[src/rtl/pca_pkg.sv]
package pca_pkg;
  localparam int CTL_W   = 4;
  localparam int CTL_FRZ = 0;
  localparam int CTL_FOA = 1;
  localparam int CTL_AEN = 2;
  localparam int CTL_AOC = 3;

  typedef struct packed {
    logic aoc;
    logic aen;
    logic foa;
    logic frz;
  } ctl_t;
endpackage

[src/rtl/pca_counter.sv]
module pca_counter #(
  parameter int W = 32
) (
  input  logic         clk,
  input  logic         rst,
  input  logic         inc_i,
  input  logic         frz_i,
  input  logic         wr_i,
  input  logic [W-1:0] wdata_i,
  output logic [W-1:0] cnt_o,
  output logic         sign_rise_o
);
  logic [W-1:0] cnt_q, cnt_d;

  always_comb begin
    cnt_d = cnt_q;
    if (wr_i)
      cnt_d = wdata_i;
    else if (inc_i && !frz_i)
      cnt_d = cnt_q + W'(1);
  end

  // negative edge detect on the value about to be stored
  assign sign_rise_o = cnt_d[W-1] & ~cnt_q[W-1];

  always_ff @(posedge clk) begin
    if (rst) cnt_q <= '0;
    else     cnt_q <= cnt_d;
  end

  assign cnt_o = cnt_q;
endmodule

[src/rtl/pca_ctrl.sv]
module pca_ctrl
  import pca_pkg::*;
(
  input  logic clk,
  input  logic rst,
  input  logic wr_i,
  input  ctl_t wdata_i,
  input  logic alert_i,
  output ctl_t ctl_o
);
  ctl_t ctl_q, base, ctl_d;

  always_comb begin
    base  = wr_i ? wdata_i : ctl_q;
    ctl_d = base;
    if (alert_i) begin
      if (base.foa) begin
        ctl_d.foa = 1'b0;
        ctl_d.frz = 1'b1;
      end
      if (base.aen) begin
        ctl_d.aen = 1'b0;
        ctl_d.aoc = 1'b1;
      end
    end
  end

  always_ff @(posedge clk) begin
    if (rst) ctl_q <= '0;
    else     ctl_q <= ctl_d;
  end

  assign ctl_o = ctl_q;
endmodule

[src/rtl/pca_irq.sv]
module pca_irq (
  input  logic clk,
  input  logic rst,
  input  logic alert_i,
  input  logic ack_i,
  output logic irq_o
);
  logic pend_q;

  always_ff @(posedge clk) begin
    if (rst)          pend_q <= 1'b0;
    else if (alert_i) pend_q <= 1'b1;
    else if (ack_i)   pend_q <= 1'b0;
  end

  assign irq_o = pend_q;
endmodule

[src/rtl/perf_alert_ctrl.sv]
module perf_alert_ctrl
  import pca_pkg::*;
#(
  parameter int NUM_CNT = 4,
  parameter int CNT_W   = 32,
  parameter int SEL_W   = (NUM_CNT > 1) ? $clog2(NUM_CNT) : 1
) (
  input  logic                     clk,
  input  logic                     rst,
  input  logic [NUM_CNT-1:0]       inc_i,
  input  logic                     wr_cnt_en_i,
  input  logic [SEL_W-1:0]         wr_cnt_sel_i,
  input  logic [CNT_W-1:0]         wr_cnt_data_i,
  input  logic                     wr_ctl_en_i,
  input  logic [CTL_W-1:0]         wr_ctl_data_i,
  input  logic                     irq_ack_i,
  output logic [NUM_CNT*CNT_W-1:0] cnt_o,
  output logic [CTL_W-1:0]         ctl_o,
  output logic                     irq_o
);
  ctl_t               ctl;
  logic [NUM_CNT-1:0] rise_vec;
  logic               alert_any;

  for (genvar i = 0; i < NUM_CNT; i++) begin : g_cnt
    logic sel_hit;
    assign sel_hit = wr_cnt_en_i && (wr_cnt_sel_i == SEL_W'(i));

    pca_counter #(.W(CNT_W)) u_cnt (
      .clk         (clk),
      .rst         (rst),
      .inc_i       (inc_i[i]),
      .frz_i       (ctl.frz),
      .wr_i        (sel_hit),
      .wdata_i     (wr_cnt_data_i),
      .cnt_o       (cnt_o[i*CNT_W +: CNT_W]),
      .sign_rise_o (rise_vec[i])
    );
  end

  assign alert_any = |rise_vec;

  pca_ctrl u_ctrl (
    .clk     (clk),
    .rst     (rst),
    .wr_i    (wr_ctl_en_i),
    .wdata_i (ctl_t'(wr_ctl_data_i)),
    .alert_i (alert_any),
    .ctl_o   (ctl)
  );

  pca_irq u_irq (
    .clk     (clk),
    .rst     (rst),
    .alert_i (alert_any),
    .ack_i   (irq_ack_i),
    .irq_o   (irq_o)
  );

  assign ctl_o = ctl;
endmodule

[config.mk]
export PLATFORM = sky130hd
export DESIGN_NAME = perf_alert_ctrl
export DESIGN_NICKNAME = d
export VERILOG_FILES = /design/src/rtl/pca_pkg.sv /design/src/rtl/pca_counter.sv /design/src/rtl/pca_ctrl.sv /design/src/rtl/pca_irq.sv /design/src/rtl/perf_alert_ctrl.sv
export SDC_FILE = /design/constraint.sdc
export NUM_CORES = 1
export LEC_CHECK = 0
export BUFFER_PORTS_ARGS = -buffer_cell sky130_fd_sc_hd__buf_2
export CAP_MARGIN = 20
export CORE_MARGIN = 2
export CORE_UTILIZATION = 35
export CTS_BUF_LIST = sky130_fd_sc_hd__clkbuf_16
export CTS_CLUSTER_DIAMETER = 40
export DETAILED_ROUTE_END_ITERATION = 16
export PLACE_DENSITY = 0.62
export SYNTH_ARGS = -nofsm -noshare
export SYNTH_HDL_FRONTEND = slang
export SYNTH_HIERARCHICAL = 1
export SYNTH_SLANG_ARGS = --single-unit
export TNS_END_PERCENT = 5
[constraint.sdc]
create_clock -name clk -period 3.2 [get_ports clk]
set_clock_uncertainty 0.1 [all_clocks]
set_input_delay 0.8 -clock clk [delete_from_list [all_inputs] [get_ports clk]]
set_output_delay 0.8 -clock clk [all_outputs]
set_load 0.02 [all_outputs]
# Yosys cells after proc, flatten, opt, wreduce, memory -nomap -nowiden
# Index checks and enable logic that the tools add are counted.
[totals] romBits=0 in_bits=47 ram_bits=0 latch_bits=0 output_inout_bits=133 mem_count=0 register_bits=133
[op_classes] n_mux=14 n_eq_ne=3 addsub=4 n_mul=0 shift=0 n_lt_le_gt_ge=0 bitwise=8 n_div=0 reduce_logical=16
[op_table] op="two-way mux 32 bit" count=8
[op_table] op="adder 32 x 1 -> 32 bit (second input constant)" count=4
[op_table] op="nonzero test 2 bit" count=5
[op_table] op="logical AND 1 bit" count=8
[op_table] op="two-way mux 4 bit" count=2
[op_table] op="AND 1 bit" count=4
[op_table] op="equality test 2 bit (second input constant)" count=2
[op_table] op="inverter 1 bit" count=4
[op_table] op="OR reduction 4 bit" count=1
[op_table] op="two-way mux 1 bit" count=3
[op_table] op="equality test 2 x 1 -> 1 bit (second input constant)" count=1
[op_table] op="zero test 2 bit" count=1
[op_table] op="two-way mux 2 bit" count=1
[op_table] op="zero test 1 bit" count=1

# Longest topological paths before layout
[depth] depth_word=7 ltp_mapped=9 mapped_depth_nobuf=8

# Cells and area by module
# The synthesis kept the hierarchy.
[by_module_without_submodules] module="pca_counter" instances=4 area_per_inst_um2=1948.1 cells_per_inst=239
[by_module_without_submodules] module="pca_ctrl" instances=1 area_per_inst_um2=162.7 cells_per_inst=17
[by_module_without_submodules] module="pca_irq" instances=1 area_per_inst_um2=38.8 cells_per_inst=4
[by_module_without_submodules] module="perf_alert_ctrl" instances=1 area_per_inst_um2=38.8 cells_per_inst=5

# Worst setup path before layout
# No wires, ideal clock.
[synth_timing] path_type="input -> register" start="in wr_cnt_sel_i[1]" end="reg u_ctrl.ctl_q, in the netlist u_ctrl/ctl_o[3]" setup_ns=0.129 t_arrival_ns=2.524 required_ns=2.971 stages=8 path_buffers=2 slack_ns=0.448 path_cell_list="and3b_1 > clkbuf_1 > clkbuf_1 > nand3b_1 > a21oi_1 > or4_1 > a211oi_1 > a311oi_1"
[synth_via] elab_chain_len=6 elab_cells_between_ends=18
[synth_lines] element="start, declared" line_no="perf_alert_ctrl.sv:12" text="input logic [SEL_W-1:0] wr_cnt_sel_i,"
[synth_lines] element="equality test 2 x 1 -> 1 bit" line_no="perf_alert_ctrl.sv:27" text="assign sel_hit = wr_cnt_en_i && (wr_cnt_sel_i == SEL_W'(i));"
[synth_lines] element="logical AND 1 bit" line_no="perf_alert_ctrl.sv:27"
[synth_lines] element="two-way mux 32 bit" line_no="pca_counter.sv:17" text="if (wr_i)"
[synth_lines] element="AND 1 bit" line_no="pca_counter.sv:24" text="assign sign_rise_o = cnt_d[W-1] & ~cnt_q[W-1];"
[synth_lines] element="net rise_vec[1]" line_no="perf_alert_ctrl.sv:22" text="logic [NUM_CNT-1:0] rise_vec;"
[synth_lines] element="OR reduction 4 bit" line_no="perf_alert_ctrl.sv:41" text="assign alert_any = |rise_vec;"
[synth_lines] element="net alert_any" line_no="perf_alert_ctrl.sv:23" text="logic alert_any;"
[synth_lines] element="two-way mux 4 bit" line_no="pca_ctrl.sv:16" text="if (alert_i) begin"
[synth_lines] element="end signal, assigned" line_no="pca_ctrl.sv:30" text="else ctl_q <= ctl_d;"
[synth_lines] element="end, declared" line_no="pca_ctrl.sv:11" text="ctl_t ctl_q, base, ctl_d;"
# The timed path passes the listed nets, and every way through them passes these cells.
# A chain may end at the register's enable or synchronous reset.

# Worst setup path after layout
[layout_timing] start="reg u_ctrl.ctl_q, in the netlist u_ctrl/ctl_o[0]" end="reg u_ctrl.ctl_q, in the netlist u_ctrl/ctl_o[3]"
[layout_via] elab_chain_len=7 elab_cells_between_ends=19
[layout_lines] element="zero test 1 bit" line_no="pca_counter.sv:19" text="else if (inc_i && !frz_i)"
[layout_lines] element="logical AND 1 bit" line_no="pca_counter.sv:19"
[layout_lines] element="two-way mux 32 bit" line_no="pca_counter.sv:19"
[layout_lines] element="two-way mux 32 bit" line_no="pca_counter.sv:17"
[layout_lines] element="AND 1 bit" line_no="pca_counter.sv:24"
[layout_lines] element="net rise_vec[1]" line_no="perf_alert_ctrl.sv:22"
[layout_lines] element="OR reduction 4 bit" line_no="perf_alert_ctrl.sv:41"
[layout_lines] element="net alert_any" line_no="perf_alert_ctrl.sv:23"
[layout_lines] element="two-way mux 4 bit" line_no="pca_ctrl.sv:16"
# The timed path passes the listed nets, and every way through them passes these cells. The select of a mux whose other input is x is not followed.

==> metrics.yaml <==
power_and_ir_drop:
  p_per_area_nw_per_um2: 470.4
  intPower_w: 0.003330
  p_sw_share_pct: 27.23
  power_frac_comb_pct: 13.5
  pwr-share-seq_pct: 40.4
  ir_worst_vdd_v: 0.0003221
  leakagePower_nw: 4.486
  p_sw_w: 0.001246
  clkPwrFrac_pct: 46.1
final_layout:
  area_delta_synth_final_pct: 21.09
  final_cell_count_no_fill: 1430
  final_cell_mix: "buf_2 (178), dfxtp_1 (133), inv_1 (114)"
  drive_gt1_share_pct: 23.67
  diodes: 0
  final_common_cell: "buf_2"
  nets: 1183
critical_path:
  cpMaxStageDelayCell: "or4_1"
  crit_path_max_fanout: 14
  max_stage_delay_ps: 700
  critPathKind: "register to register"
  path_cells: "and4b_1, nand3_2, nor3_2, nand3b_1, a21oi_1, or4_1, a211oi_1, a311oi_1"
  required_ps: 3370
  crit_start: "u_ctrl/ctl_o[0]"
  cp-end-kind: "register"
  r2r_start: "u_ctrl/ctl_o[0]"
  start_kind: "register"
  cp_data_arrival_time_ps: 2830
min_path:
  min_path_type: "register to register"
  worst_hold_startpoint: "u_irq/irq_o"
global_route:
  antenna_found_initial: 0
  grt_first_pass_wirelength_mm: 39.72
  overflow: 0
  grt_max_degree: 134
  grt_pass1_vias: 6853
  track_usage_pct: 21.67
route:
  vias: 7374
  wirelength_mm: 26.22
  wire_per_inst_um: 18.33
  drc: 0
  via_per_inst: 5.157
  dr.pass1.iters: 5
  initialDrtViolationCount: 503
  ant_nets: 0
synthesis:
  synth_seq_cells: 133
  seq_area_frac_synth_pct: 33.15
  synthCells: 982
  synth_fp_nets: 1033
  ys_warn_count: 6
  netlist_area_um2: 8033
  synth_cell_types: 40
  synth.avg_cell_area_um2: 8.180
die:
  die_h_um: 155.5
  ios: 180
  initial_utilization_pct: 35.59
  num_rows: 55
  die_area_um2: 24180
  die_w_um: 155.5
  core_um2: 22570
clock_network:
  clockBufferDepth: 2
  cts.clk_slew.worst_paths_ps: 60
  cts_resized: 0
  cts_hold_buf: 0
  cts_root_buffer: "clkbuf_16"
  cts_buffers: 17
  clock_latency_ps: 420
  htreeDepth: 4
  numClockSinks: 133
  postCtsSetupBuffers: 0
  cts_tree: "built"
timing:
  fin_crit_sh_pct: 82.84
  rsz0062_at_grt: "no"
  hold_viol: 0
  setup-tns-final_ps: 0
  max_freq_mhz: 377.2
  tightest_slew_ps: 641.1
  setup_viol: 0
  fin_crit_ps: 2651
  timing.final.max_slew_violations: 0
  max_slew_margin_pct: 57.26
placed_design:
  gp_congestion: 0.7881
  dp.cells: 1398
  hpwlAfterDp_mm: 18.19
  port_buffers: 179
flow_run:
  maxCapViolCount: 0
status:
  status: "finished, final reports clean"
-- layer usage --
metal  GRT usage, %  wire length (µm)  vias to the layer above
li1               -                 -                     3651
met1          29.30             12030                     3479
met2          35.00             12160                      222
met3          5.097              1681                       22
met4          5.199               344                        0
met5              0                 0                        -
-- flip-flops by register name, summed over array words and instances, names as in the netlist --
name	flops
g_cnt.u_cnt/cnt_o	128
u_ctrl/ctl_o	4
u_irq/irq_o	1
-- power by group through the flow --
stage / Clock [W] / Combinational (W) / Sequential, W
6_report: 0.00211 / 0.000616 / 0.00185
3_5_place_dp: 0 / 0.000617 / 0.00188
3_3_place_gp: 0 / 0.000611 / 0.00188
2_1_floorplan: 0 / 0.000283 / 0.00196
5_1_grt: 0.00220 / 0.000671 / 0.00186
4_1_cts: 0.00214 / 0.000620 / 0.00185
-- path summary, 6_finish.rpt --
check                    end  slack [ps]  cells after the start
max          u_ctrl/ctl_o[3]         550                      8
min              u_irq/irq_o         390                      2
max reg2reg  u_ctrl/ctl_o[3]         550                      8
min reg2reg      u_irq/irq_o         390                      2
-- synthesized netlist by cell type (all sizes together) --
library cell | instances | area, µm²
mux2i | 26 | 260.3
o21ai | 12 | 60.06
nor2 | 52 | 195.2
dfxtp | 133 | 2663
o21a | 80 | 600.6
xnor2 | 52 | 455.4
nor4 | 36 | 385.4
or4 | 1 | 7.510
nand3 | 44 | 280.3
nand4 | 28 | 235.2
nor3 | 46 | 250.2
ha | 4 | 50.05
and4 | 16 | 150.1
nor2b | 20 | 125.1
and3 | 13 | 86.33
nand2 | 50 | 187.7
nor3b | 1 | 7.510
and2 | 8 | 50.05
nand2b | 1 | 6.260
and3b | 6 | 52.55
a311oi | 2 | 17.52
a211oi | 2 | 15.01
clkbuf | 40 | 150.1
xor2 | 64 | 560.5
and4b | 4 | 40.04
nand3b | 4 | 30.03
a21oi | 101 | 509.2
o31a | 4 | 35.03
inv | 111 | 416.7
buf | 21 | 150.1
-- stage by stage --
step                hold slack, ps  utilization, %  area, µm²  power [W]  setup WS [ps]
finish                       393.1           43.09       9727   0.004576          549.1
global route                 419.8           43.09       9727   0.004740          381.4
CTS                          399.4           43.09       9727   0.004611          561.6
detailed placement           384.8           40.34       9106   0.002501          403.5
global placement             385.3           40.34       9106   0.002493          439.2
floorplan                    454.7               -       8033   0.002246          447.7
-- cells by family after synthesis --
kind of cell / Yosys count / synth area share (%)
compound gates: 201 / 15.41
xor+xnor: 116 / 12.65
fa+ha+maj: 4 / 0.6231
buf+inv: 172 / 8.925
flops: 133 / 33.15
mux: 26 / 3.240
simple gates: 330 / 26.01
-- worst max-delay path: cells and delay by family (launching register included) --
| family | cells | cell delay, ps |
|---|---|---|
| DFF | 1 | 660 |
| AOI/OAI and AO/OA | 3 | 450 |
| and+or+nand+nor | 5 | 1300 |
-- layout make-up --
cell class,instances,area (µm²)
fillers,2329,12840
multi-input cells,677,4662
flip-flops and latches,133,2663
repair buffers,192,1008
clock buffers,17,425.4
inverters,111,416.7
well taps,285,356.6
clock inverters,15,195.2
Note: power is estimated with default switching activity, not from simulation.
